===== config.mk =====
export PLATFORM = sky130hd
export DESIGN_NAME = pms_sequencer
export DESIGN_NICKNAME = d
export VERILOG_FILES = /design/src/rtl/pms_pkg.sv /design/src/rtl/pms_wake_qual.sv /design/src/rtl/pms_osc_ctrl.sv /design/src/rtl/pms_delay_timer.sv /design/src/rtl/pms_sequencer.sv
export SDC_FILE = /design/constraint.sdc
export NUM_CORES = 1
export LEC_CHECK = 0
export ABC_AREA = 1
export BUFFER_PORTS_ARGS = -buffer_cell sky130_fd_sc_hd__clkbuf_2
export CORE_ASPECT_RATIO = 0.6
export CORE_UTILIZATION = 45
export CTS_CLUSTER_SIZE = 8
export DETAILED_ROUTE_END_ITERATION = 16
export HOLD_SLACK_MARGIN = 0.05
export PLACE_DENSITY = 0.66
export RECOVER_POWER = 50
export SYNTH_ARGS = -nofsm -noshare
export SYNTH_HDL_FRONTEND = slang
export SYNTH_HIERARCHICAL = 1
export SYNTH_SLANG_ARGS = --single-unit
export TNS_END_PERCENT = 20

===== constraint.sdc =====
create_clock -name clk -period 2.1 [get_ports clk]
set_input_delay 0.21 -clock clk [delete_from_list [all_inputs] [get_ports clk]]
set_output_delay 0.21 -clock clk [all_outputs]
set_load 0.05 [all_outputs]

===== src/rtl/pms_pkg.sv =====
package pms_pkg;
  typedef enum logic [2:0] {
    ST_RUN      = 3'd0,
    ST_IDLE     = 3'd1,
    ST_SLEEP    = 3'd2,
    ST_WAKE_OST = 3'd3,
    ST_WAKE_DLY = 3'd4
  } pms_state_e;

  localparam logic [1:0] SEL_INTERNAL = 2'b00;
endpackage


===== src/rtl/pms_wake_qual.sv =====
module pms_wake_qual #(
  parameter int N_IRQ = 8
) (
  input  logic [N_IRQ-1:0] irq_flag,
  input  logic [N_IRQ-1:0] irq_en,
  input  logic             wdt_timeout,
  output logic             irq_wake,
  output logic             any_wake
);
  logic [N_IRQ-1:0] hit;

  // one qualifying gate per interrupt source
  for (genvar g = 0; g < N_IRQ; g++) begin : g_src
    assign hit[g] = irq_flag[g] & irq_en[g];
  end

  assign irq_wake = |hit;
  assign any_wake = irq_wake | wdt_timeout;
endmodule


===== src/rtl/pms_osc_ctrl.sv =====
module pms_osc_ctrl #(
  parameter int OST_CYCLES = 1024
) (
  input  logic clk,
  input  logic rst_n,
  input  logic pri_on,
  input  logic ext_clk,
  output logic osc_stable
);
  localparam int CW = $clog2(OST_CYCLES + 1);
  logic [CW-1:0] cnt;

  always_ff @(posedge clk or negedge rst_n) begin
    if (!rst_n) begin
      cnt        <= '0;
      osc_stable <= 1'b0;
    end else if (!pri_on) begin
      cnt        <= '0;
      osc_stable <= 1'b0;
    end else if (ext_clk) begin
      osc_stable <= 1'b1;
    end else if (!osc_stable) begin
      cnt        <= cnt + CW'(1);
      osc_stable <= (cnt == CW'(OST_CYCLES - 1));
    end
  end
endmodule


===== src/rtl/pms_delay_timer.sv =====
module pms_delay_timer #(
  parameter int DLY = 8
) (
  input  logic clk,
  input  logic rst_n,
  input  logic run,
  output logic done
);
  localparam int CW = $clog2(DLY + 1);
  logic [CW-1:0] cnt;

  always_ff @(posedge clk or negedge rst_n) begin
    if (!rst_n)    cnt <= '0;
    else if (!run) cnt <= '0;
    else           cnt <= cnt + CW'(1);
  end

  assign done = run && (cnt == CW'(DLY - 1));
endmodule


===== src/rtl/pms_sequencer.sv =====
module pms_sequencer
  import pms_pkg::*;
#(
  parameter int N_IRQ      = 8,
  parameter int WAKE_DLY   = 8,
  parameter int OST_CYCLES = 1024
) (
  input  logic             clk,
  input  logic             rst_n,
  input  logic             sleep_exec,
  input  logic             clrwdt_exec,
  input  logic             idle_en,
  input  logic [1:0]       clk_sel,
  input  logic             ext_clk_mode,
  input  logic             keep_int_osc,
  input  logic [N_IRQ-1:0] irq_flag,
  input  logic [N_IRQ-1:0] irq_en,
  input  logic             gie,
  input  logic             wdt_timeout,
  output logic [2:0]       mode_o,
  output logic             cpu_clk_en,
  output logic             per_clk_en,
  output logic             pri_osc_en,
  output logic             osc_stable,
  output logic             src_pri,
  output logic             int_osc_en,
  output logic             wdt_clear,
  output logic             wdt_reset_req,
  output logic             vector_strobe
);
  pms_state_e state, state_nx;
  logic pri_q, pri_nx;
  logic src_q, branch_q, clr_q, rst_req_q, vec_q;
  logic irq_wake, any_wake, dly_done;
  logic pri_sel, halted, need_ost;

  pms_wake_qual #(.N_IRQ(N_IRQ)) u_wake (
    .irq_flag   (irq_flag),
    .irq_en     (irq_en),
    .wdt_timeout(wdt_timeout),
    .irq_wake   (irq_wake),
    .any_wake   (any_wake)
  );

  pms_osc_ctrl #(.OST_CYCLES(OST_CYCLES)) u_osc (
    .clk       (clk),
    .rst_n     (rst_n),
    .pri_on    (pri_q),
    .ext_clk   (ext_clk_mode),
    .osc_stable(osc_stable)
  );

  pms_delay_timer #(.DLY(WAKE_DLY)) u_dly (
    .clk  (clk),
    .rst_n(rst_n),
    .run  (state == ST_WAKE_DLY),
    .done (dly_done)
  );

  assign pri_sel  = (clk_sel != SEL_INTERNAL);
  assign halted   = (state == ST_IDLE) || (state == ST_SLEEP);
  assign need_ost = pri_sel && !ext_clk_mode && !osc_stable;

  always_comb begin
    state_nx = state;
    unique case (state)
      ST_RUN:      if (sleep_exec) state_nx = idle_en ? ST_IDLE : ST_SLEEP;
      ST_IDLE,
      ST_SLEEP:    if (any_wake) state_nx = need_ost ? ST_WAKE_OST : ST_WAKE_DLY;
      ST_WAKE_OST: if (osc_stable || ext_clk_mode) state_nx = ST_WAKE_DLY;
      ST_WAKE_DLY: if (dly_done) state_nx = ST_RUN;
      default:     state_nx = ST_RUN;
    endcase
  end

  // primary oscillator: held while halted, follows the select elsewhere
  always_comb begin
    if (state == ST_RUN && sleep_exec) pri_nx = idle_en && pri_sel;
    else if (halted && !any_wake)      pri_nx = pri_q;
    else                               pri_nx = pri_sel;
  end

  always_ff @(posedge clk or negedge rst_n) begin
    if (!rst_n) begin
      state     <= ST_RUN;
      pri_q     <= 1'b0;
      src_q     <= 1'b0;
      branch_q  <= 1'b0;
      clr_q     <= 1'b0;
      rst_req_q <= 1'b0;
      vec_q     <= 1'b0;
    end else begin
      state     <= state_nx;
      pri_q     <= pri_nx;
      src_q     <= (state != ST_SLEEP) && pri_q && osc_stable && pri_sel;
      if (halted && any_wake) branch_q <= irq_wake && gie;
      clr_q     <= (state == ST_RUN) && (sleep_exec || clrwdt_exec);
      rst_req_q <= (state == ST_RUN) && wdt_timeout;
      vec_q     <= dly_done && branch_q;
    end
  end

  assign mode_o        = state;
  assign cpu_clk_en    = (state == ST_RUN);
  assign per_clk_en    = (state != ST_SLEEP);
  assign pri_osc_en    = pri_q;
  assign src_pri       = src_q;
  assign int_osc_en    = keep_int_osc || ((state != ST_SLEEP) && !src_q);
  assign wdt_clear     = clr_q;
  assign wdt_reset_req = rst_req_q;
  assign vector_strobe = vec_q;
endmodule


==> impl_metrics.py, run 1 <==
metrics = {
    "synthesis": {
        "synth.net_count": 231,
        "synth_largest_area_cell": "dfrtp_1",
        "synth.cell_area_sq_mm": 0.00144,
        "synth_enable_flop_cells": 0,
        "synth.ff_latch_count": 25,
        "post_synthesis_cell_count": 202,
        "asyncSetResetFlopFracSynth_pct": 100,
        "ys_types": 19,
        "synthesis.area_per_instance_sq_um": 7.12,
        "netlist_top_cells_area": "dfrtp_1 44%, nand2_1 15%, nor2_1 8.1%",
        "proportion_of_synthesized_chip_area_in_sequential_cells_pct": 43.5,
        "ys_warn_count": 6,
        "post-synth-top-area-fraction_pct": 43.5,
        "ys_dominant_reg_cell": "dfrtp_1",
    },
    "routing": {
        "drt_first_pass_iters": 4,
        "detail_route.wirelength_mm": 3.14,
        "vias_per_cell": 4.66,
        "post_route_drc": 0,
        "drt_iter0_markers": 94,
        "via_count": 1336,
        "detail_route.wl_per_cell_microns": 10.9,
        "postRouteAntennaNets": 0,
    },
    "setup_path": {
        "rrSetupSlack_ps": 330,
        "worstPathRequired_ps": 2310,
        "crit_slowest_cell": "dfrtp_1",
        "crit_arrival_ps": 1980,
        "worst-r2r-cell-count": 11,
        "cp_common_cell": "inv_1",
        "slowest_delay_ps": 410,
        "setup.worst_path.end_class": "register",
        "worstSetupStartpoint": "mode_o[1]",
        "worst_setup_path_start_kind": "register",
        "r2r-end": "mode_o[0]",
        "setup.worst_path.end": "mode_o[0]",
        "worst-setup-path-type": "register to register",
        "timing.critical_path.fanout_max": 4,
        "cp_cell_sequence": "inv_1, nand2_2, nor2_1, inv_1, nor3_1, inv_1, nand3_1, nand2_1, nor2_2, nand3_1, nand2_1",
        "r2r_start": "mode_o[1]",
    },
    "status": {
        "run_status": "finished, final reports clean",
    },
    "grt": {
        "grt_first_pass_wirelength_mm": 5.21,
        "globalRoute.totalOverflow": 0,
        "vias_in_the_first_global_route": 1158,
        "number_of_antenna_violations_at_the_first_check_in_global_routing": 0,
        "grt_usage_pct": 20.8,
        "grt_start_max_net_pins": 26,
    },
    "clocking": {
        "ctsResizeCount": 0,
        "clk_pin_slew_worst_paths_ps": 80,
        "tritoncts": "built",
        "clock_sink_count": 25,
        "clk-insertion-delay-late_ps": 260,
        "clk_root_buffer_cell": "clkbuf_8",
        "maximum_buffer_depth_of_the_clock_tree": 2,
        "cts.htree.levels": 1,
        "post_cts_setup_buffer_count": 0,
        "tritoncts.num_buffers": 3,
    },
    "place": {
        "io_buffer_count": 38,
        "routabilityCongestion": 0.869,
        "total_half_perimeter_wirelength_after_legalization_and_detailed_placement_mm": 2.56,
        "dp_cells": 282,
    },
    "die": {
        "num_rows": 15,
        "floorplan.die.width_microns": 75.0,
        "die_area_sq_mm": 0.00343,
        "die_y_microns": 45.8,
        "io_pins": 39,
        "core-area_sq_mm": 0.00295,
        "initial_utilization_pct": 48.8,
    },
    "cells_and_area": {
        "nNetsFinal": 275,
        "n_fill_cell": 287,
        "syn_to_layout_area_delta_pct": 19.8,
        "multiInputGateArea_sq_um": 686,
        "post_route_cells_drive_above_1_share_pct": 22.9,
        "antennaDiodeCount": 0,
        "final_common_cell": "nand2_1",
        "mostFrequentLayoutCells": "56 x nand2_1, 36 x clkbuf_2, 32 x nor2_1",
        "seqCellArea_sq_um": 626,
        "layout.cells.non_filler": 287,
    },
    "timing": {
        "max_slew.worst_pin.slew_ps": 1340,
        "hold_violations": 0,
        "finalSetupViolations": 0,
        "rsz0062_at_grt": "false",
        "final_min_period_over_clock_period_pct": 84.4,
        "timing_max_transition_violations_final": 0,
        "finalSetupTns_ps": 0,
        "layout_min_cycle_time_ps": 1770,
        "timing.fmax_mhz": 564,
        "relSlewSlack_pct": 10.4,
        "worst_clock_skew_ps": 4.15,
    },
    "run": {
        "timing.max_cap.violations": 0,
    },
    "power_and_ir_drop": {
        "worst_ir_drop_vdd_uv": 699,
        "static-leakage-power_nw": 0.962,
        "cellPowerDensity_mw_per_mm2": 1010,
    },
    "worst_hold_path": {
        "type_of_the_worst_min_delay_path": "input pin to register",
    },
}
[through the flow]
| step | hold slack [ps] | area (sq um) | utilization (%) | power [W] | setup slack (ps) |
|---|---|---|---|---|---|
| after floorplan | -85.6 | 1440 | - | 0.00128 | 254 |
| after global placement | 269 | 1680 | 56.9 | 0.00149 | 405 |
| after detailed placement | 266 | 1680 | 56.9 | 0.00149 | 340 |
| after CTS | 130 | 1730 | 58.8 | 0.00178 | 316 |
| after global routing | 159 | 1720 | 58.5 | 0.00187 | 40.2 |
| final | 142 | 1720 | 58.5 | 0.00175 | 328 |
[sequential cells by signal (all words and copies together) (netlist names)]
name and count:
u_osc/osc_stable 1, vector_strobe 1, mode_o 3, pri_osc_en 1, u_dly/cnt 4, src_pri 1, wdt_clear 1, wdt_reset_req 1
branch_q 1, u_osc/cnt 11
[worst min-delay path by stage]
stage,start,endpoint,slack (ps),cells after the start
CTS,wdt_timeout,wdt_reset_req,130,3
finish,wdt_timeout,wdt_reset_req,140,3
floorplan,rst_n,branch_q,-90,0
detailed placement,rst_n,u_osc/cnt[3],270,1
global route,wdt_timeout,wdt_reset_req,160,3
global placement,rst_n,u_osc/cnt[3],270,1
[metal layers]
metal,share of wire [%],GRT usage [%]
met2,36,27.6
met3,7.7,7.30
met1,56,32.6
met5,0,0
met4,0.13,2.26
[critical path: cells and delay by family (launching register included)]
| kind | cells | cell delay, ps |
|---|---|---|
| buf+inv | 3 | 280 |
| flops | 1 | 410 |
| simple gates | 8 | 1030 |
[repair_timing]
item                                    4_1_cts  5_1_grt
endpoints found under the hold margin        25        0
hold buffers                                  1        0
endpoints found under the setup margin        0        0
[Yosys cell counts, types with 3 or more instances]
cell,instances
nor2_1,31
o21ai_1,7
inv_1,28
nor3_1,3
nand3_1,18
o21bai_1,5
nand2_1,56
nand2_2,7
nor2_2,6
dfrtp_1,25
a21oi_1,4
[final cells by class]
type	instances	area share, %
multi-input cells	146	39.8
flip-flops and latches	25	36.3
repair buffers	40	11.7
inverters	30	6.54
well taps	42	3.05
clock buffers	4	2.61
[kinds of logic (layout without fill, tap and decap cells)]
kind of cell             count (synthesis)  after routing  share of synthesized area, %
buffers and inverters                   31             74                          8.62
AND/OR/NAND/NOR                        126            126                          38.6
AO/OA/AOI/OAI                           18             18                          7.57
adder cells (fa/ha/maj)                  2              2                          1.74
flip-flops                              25             25                          43.5
[power by group]
| part | leakage (nW) | internal, W | total, W | switching, W |
|---|---|---|---|---|
| Sequential | 0.334 | 0.000573 | 0.000657 | 0.0000844 |
| Clock | 0.0228 | 0.000136 | 0.000279 | 0.000144 |
| Combinational | 0.606 | 0.000206 | 0.000812 | 0.000605 |
| Total | 0.962 | 0.000914 | 0.00175 | 0.000833 |
(Power assumes the default switching activity.)
==> run 2, diff against run 1 <==
- ABC_AREA: 1 -> 0
- PLACE_DENSITY: 0.66 -> 0.7
- clock period: 2.1 -> 1.6 ns (I/O delays scaled with it)
==> run 2 against run 1 <==
The run now ends with setup timing left; clock power is 34% higher; critical path type unchanged; worst setup slack worse by 620 ps; utilization is 7.1 points higher; non-clock buffer count is 11 higher; count of clock-buffer cells in the layout is 1 lower; worst hold slack worse by 40 ps; combinational power is 67% higher; highest routed layer unchanged.
==> impl_metrics.py, run 2 <==
metrics = {
    "die": {
        "floorplan.die.width_microns": 72.8,
        "die_y_microns": 44.5,
        "initial_utilization_pct": 50.5,
        "core-area_sq_mm": 0.00268,
        "die_area_sq_mm": 0.00324,
        "num_rows": 14,
        "io_pins": 39,
    },
    "routing": {
        "drt_iter0_markers": 61,
        "post_route_drc": 0,
        "vias_per_cell": 5.33,
        "postRouteAntennaNets": 0,
        "detail_route.wl_per_cell_microns": 14.3,
        "detail_route.wirelength_mm": 3.14,
        "via_count": 1173,
        "drt_first_pass_iters": 4,
    },
    "synthesis": {
        "ys_top_cells_by_count": "25 x dfrtp_1, 9 x nand2_1, 7 x nor2_1",
        "synth.net_count": 158,
        "ys_warn_count": 6,
        "asyncSetResetFlopFracSynth_pct": 100,
        "ys_dominant_reg_cell": "dfrtp_1",
        "synth_enable_flop_cells": 0,
        "synth.ff_latch_count": 25,
        "synthesis.area_per_instance_sq_um": 10.5,
        "most_common_cell_in_the_netlist": "dfrtp_1",
        "proportion_of_synthesized_chip_area_in_sequential_cells_pct": 46.3,
        "netlist_top_cells_area": "dfrtp_1 46%, mux2i_1 4.4%, nand2_1 2.5%",
        "post-synth-top-area-fraction_pct": 46.3,
        "synth.cell_area_sq_mm": 0.00135,
        "ys_types": 45,
        "synth_largest_area_cell": "dfrtp_1",
        "post_synthesis_cell_count": 129,
    },
    "timing": {
        "max_slew.worst_pin.slew_ps": 626,
        "layout_min_cycle_time_ps": 1890,
        "finalSetupViolations": 4,
        "worst_clock_skew_ps": 4.27,
        "hold_violations": 0,
        "timing.fmax_mhz": 529,
        "timing_max_transition_violations_final": 0,
        "worst_slack_ps": -292,
        "final_min_period_over_clock_period_pct": 118,
        "rsz0062_at_grt": "true",
        "relSlewSlack_pct": 58.3,
    },
    "cells_and_area": {
        "post_route_cells_drive_above_1_share_pct": 41.1,
        "syn_to_layout_area_delta_pct": 29.9,
        "top_register": "u_osc/cnt",
        "postLayoutCellArea_sq_mm": 0.00176,
        "finish.utilization_pct": 65.5,
        "n_fill_cell": 214,
        "nNetsFinal": 210,
        "final_common_cell": "clkbuf_2",
        "multiInputGateArea_sq_um": 707,
        "antennaDiodeCount": 0,
        "mostFrequentLayoutCells": "35 x clkbuf_2, 22 x dfrtp_1, 11 x buf_4",
        "largest_register_ffs": 11,
        "layout.cells.non_filler": 220,
        "seqCellArea_sq_um": 629,
    },
    "clocking": {
        "maximum_buffer_depth_of_the_clock_tree": 2,
        "tritoncts.num_buffers": 3,
        "tritoncts": "built",
        "clk-insertion-delay-late_ps": 270,
        "clock_sink_count": 25,
        "clk_pin_slew_worst_paths_ps": 80,
        "cts.htree.levels": 1,
        "clk_root_buffer_cell": "clkbuf_8",
    },
    "setup_path": {
        "setup.worst_path.end_class": "register",
        "crit_slowest_cell": "dfrtp_2",
        "crit_arrival_ps": 2050,
        "worst-setup-path-type": "register to register",
        "cp_cell_sequence": "nor2_4, and2_4, and4b_2, nor4b_2, a211o_1, a31oi_4, mux2_4",
        "worstPathRequired_ps": 1750,
        "worst_setup_path_start_kind": "register",
        "timing.critical_path.fanout_max": 2,
        "slowest_delay_ps": 430,
    },
    "status": {
        "run_status": "finished, violations left",
        "failed_checks": "setup timing",
    },
    "grt": {
        "number_of_antenna_violations_at_the_first_check_in_global_routing": 0,
        "grt_start_max_net_pins": 26,
        "grt_usage_pct": 23.0,
        "grt_first_pass_wirelength_mm": 5.44,
        "globalRoute.totalOverflow": 0,
        "vias_in_the_first_global_route": 1187,
    },
    "place": {
        "io_buffer_count": 38,
        "dp_cells": 213,
        "routabilityCongestion": 0.781,
        "total_half_perimeter_wirelength_after_legalization_and_detailed_placement_mm": 2.40,
        "postPlaceCellArea_sq_mm": 0.00165,
    },
    "worst_hold_path": {
        "type_of_the_worst_min_delay_path": "input pin to register",
    },
    "power_and_ir_drop": {
        "worst_ir_drop_vdd_uv": 1040,
        "cellPowerDensity_mw_per_mm2": 1470,
        "static-leakage-power_nw": 0.835,
    },
    "run": {
        "timing.max_cap.violations": 0,
    },
}
[run 2: power by group]
group          switching [W]  internal, W
sequential         0.0000951     0.000761
clock               0.000199     0.000174
combinational       0.000819     0.000540
total                0.00111      0.00148
[run 2: layout make-up]
cell class | count | share of cell area [%]
Multi-Input combinational cell | 95 | 40.2
Sequential cell | 25 | 35.8
Timing Repair Buffer | 51 | 17.4
Tap cell | 40 | 2.85
Clock buffer | 3 | 2.35
Inverter | 5 | 1.07
Clock inverter | 1 | 0.285
[run 2: critical path, delay by kind of cell, from the launching register on]
family             cells  cell delay [ps]
DFF                    1              430
muxes                  1              320
and+or+nand+nor        4              560
AOI/OAI and AO/OA      2              470
[run 2: logic make-up (layout without fill, tap and decap cells)]
logic type               after synthesis  in the layout  synth area share (%)
buffers and inverters                  9             60                  3.98
adder cells (fa/ha/maj)                2              2                  1.85
XOR/XNOR                               4              4                  2.59
AND/OR/NAND/NOR                       55             55                  24.5
AO/OA/AOI/OAI                         25             25                  13.9
multiplexers                           9              9                  6.94
flip-flops                            25             25                  46.3
[run 2: metal layers]
metal  routed length, microns  global-route usage, %
met2                     1430                   36.3
met1                     1580                   31.5
met4                       26                   6.27
met3                      105                   6.61
met5                        0                      0
[run 2: metrics by stage]
step / power (W) / hold WS [ps] / setup WS, ps / TNS (ps)
2_1_floorplan: 0.00177 / -136 / -499 / -2720
3_3_place_gp: 0.00205 / 203 / -214 / -633
3_5_place_dp: 0.00209 / 212 / -317 / -893
4_1_cts: 0.00257 / 102 / -282 / -836
5_1_grt: 0.00273 / 110 / -347 / -1240
6_report: 0.00259 / 102 / -292 / -859
[run 2: what timing repair did]
action                                  CTS  global route
hold buffers                              1             0
pin swaps                                 1             1
endpoints found under the setup margin    5            12
endpoints found under the hold margin    25             0
buffers inserted                          1             1
resized for setup                         7             4
[run 2: path summary, 6_finish.rpt]
path | startpoint | endpoint | slack, ps | cells after the start
hold / removal | clrwdt_exec | wdt_clear | 100 | 2
min in group asynchronous | rst_n | wdt_reset_req | 430 | 2
setup reg to reg | mode_o[1] | mode_o[0] | -290 | 7
setup / recovery | mode_o[1] | mode_o[0] | -290 | 7
max in group asynchronous | rst_n | mode_o[0] | 720 | 2
hold reg to reg | branch_q | vector_strobe | 500 | 1
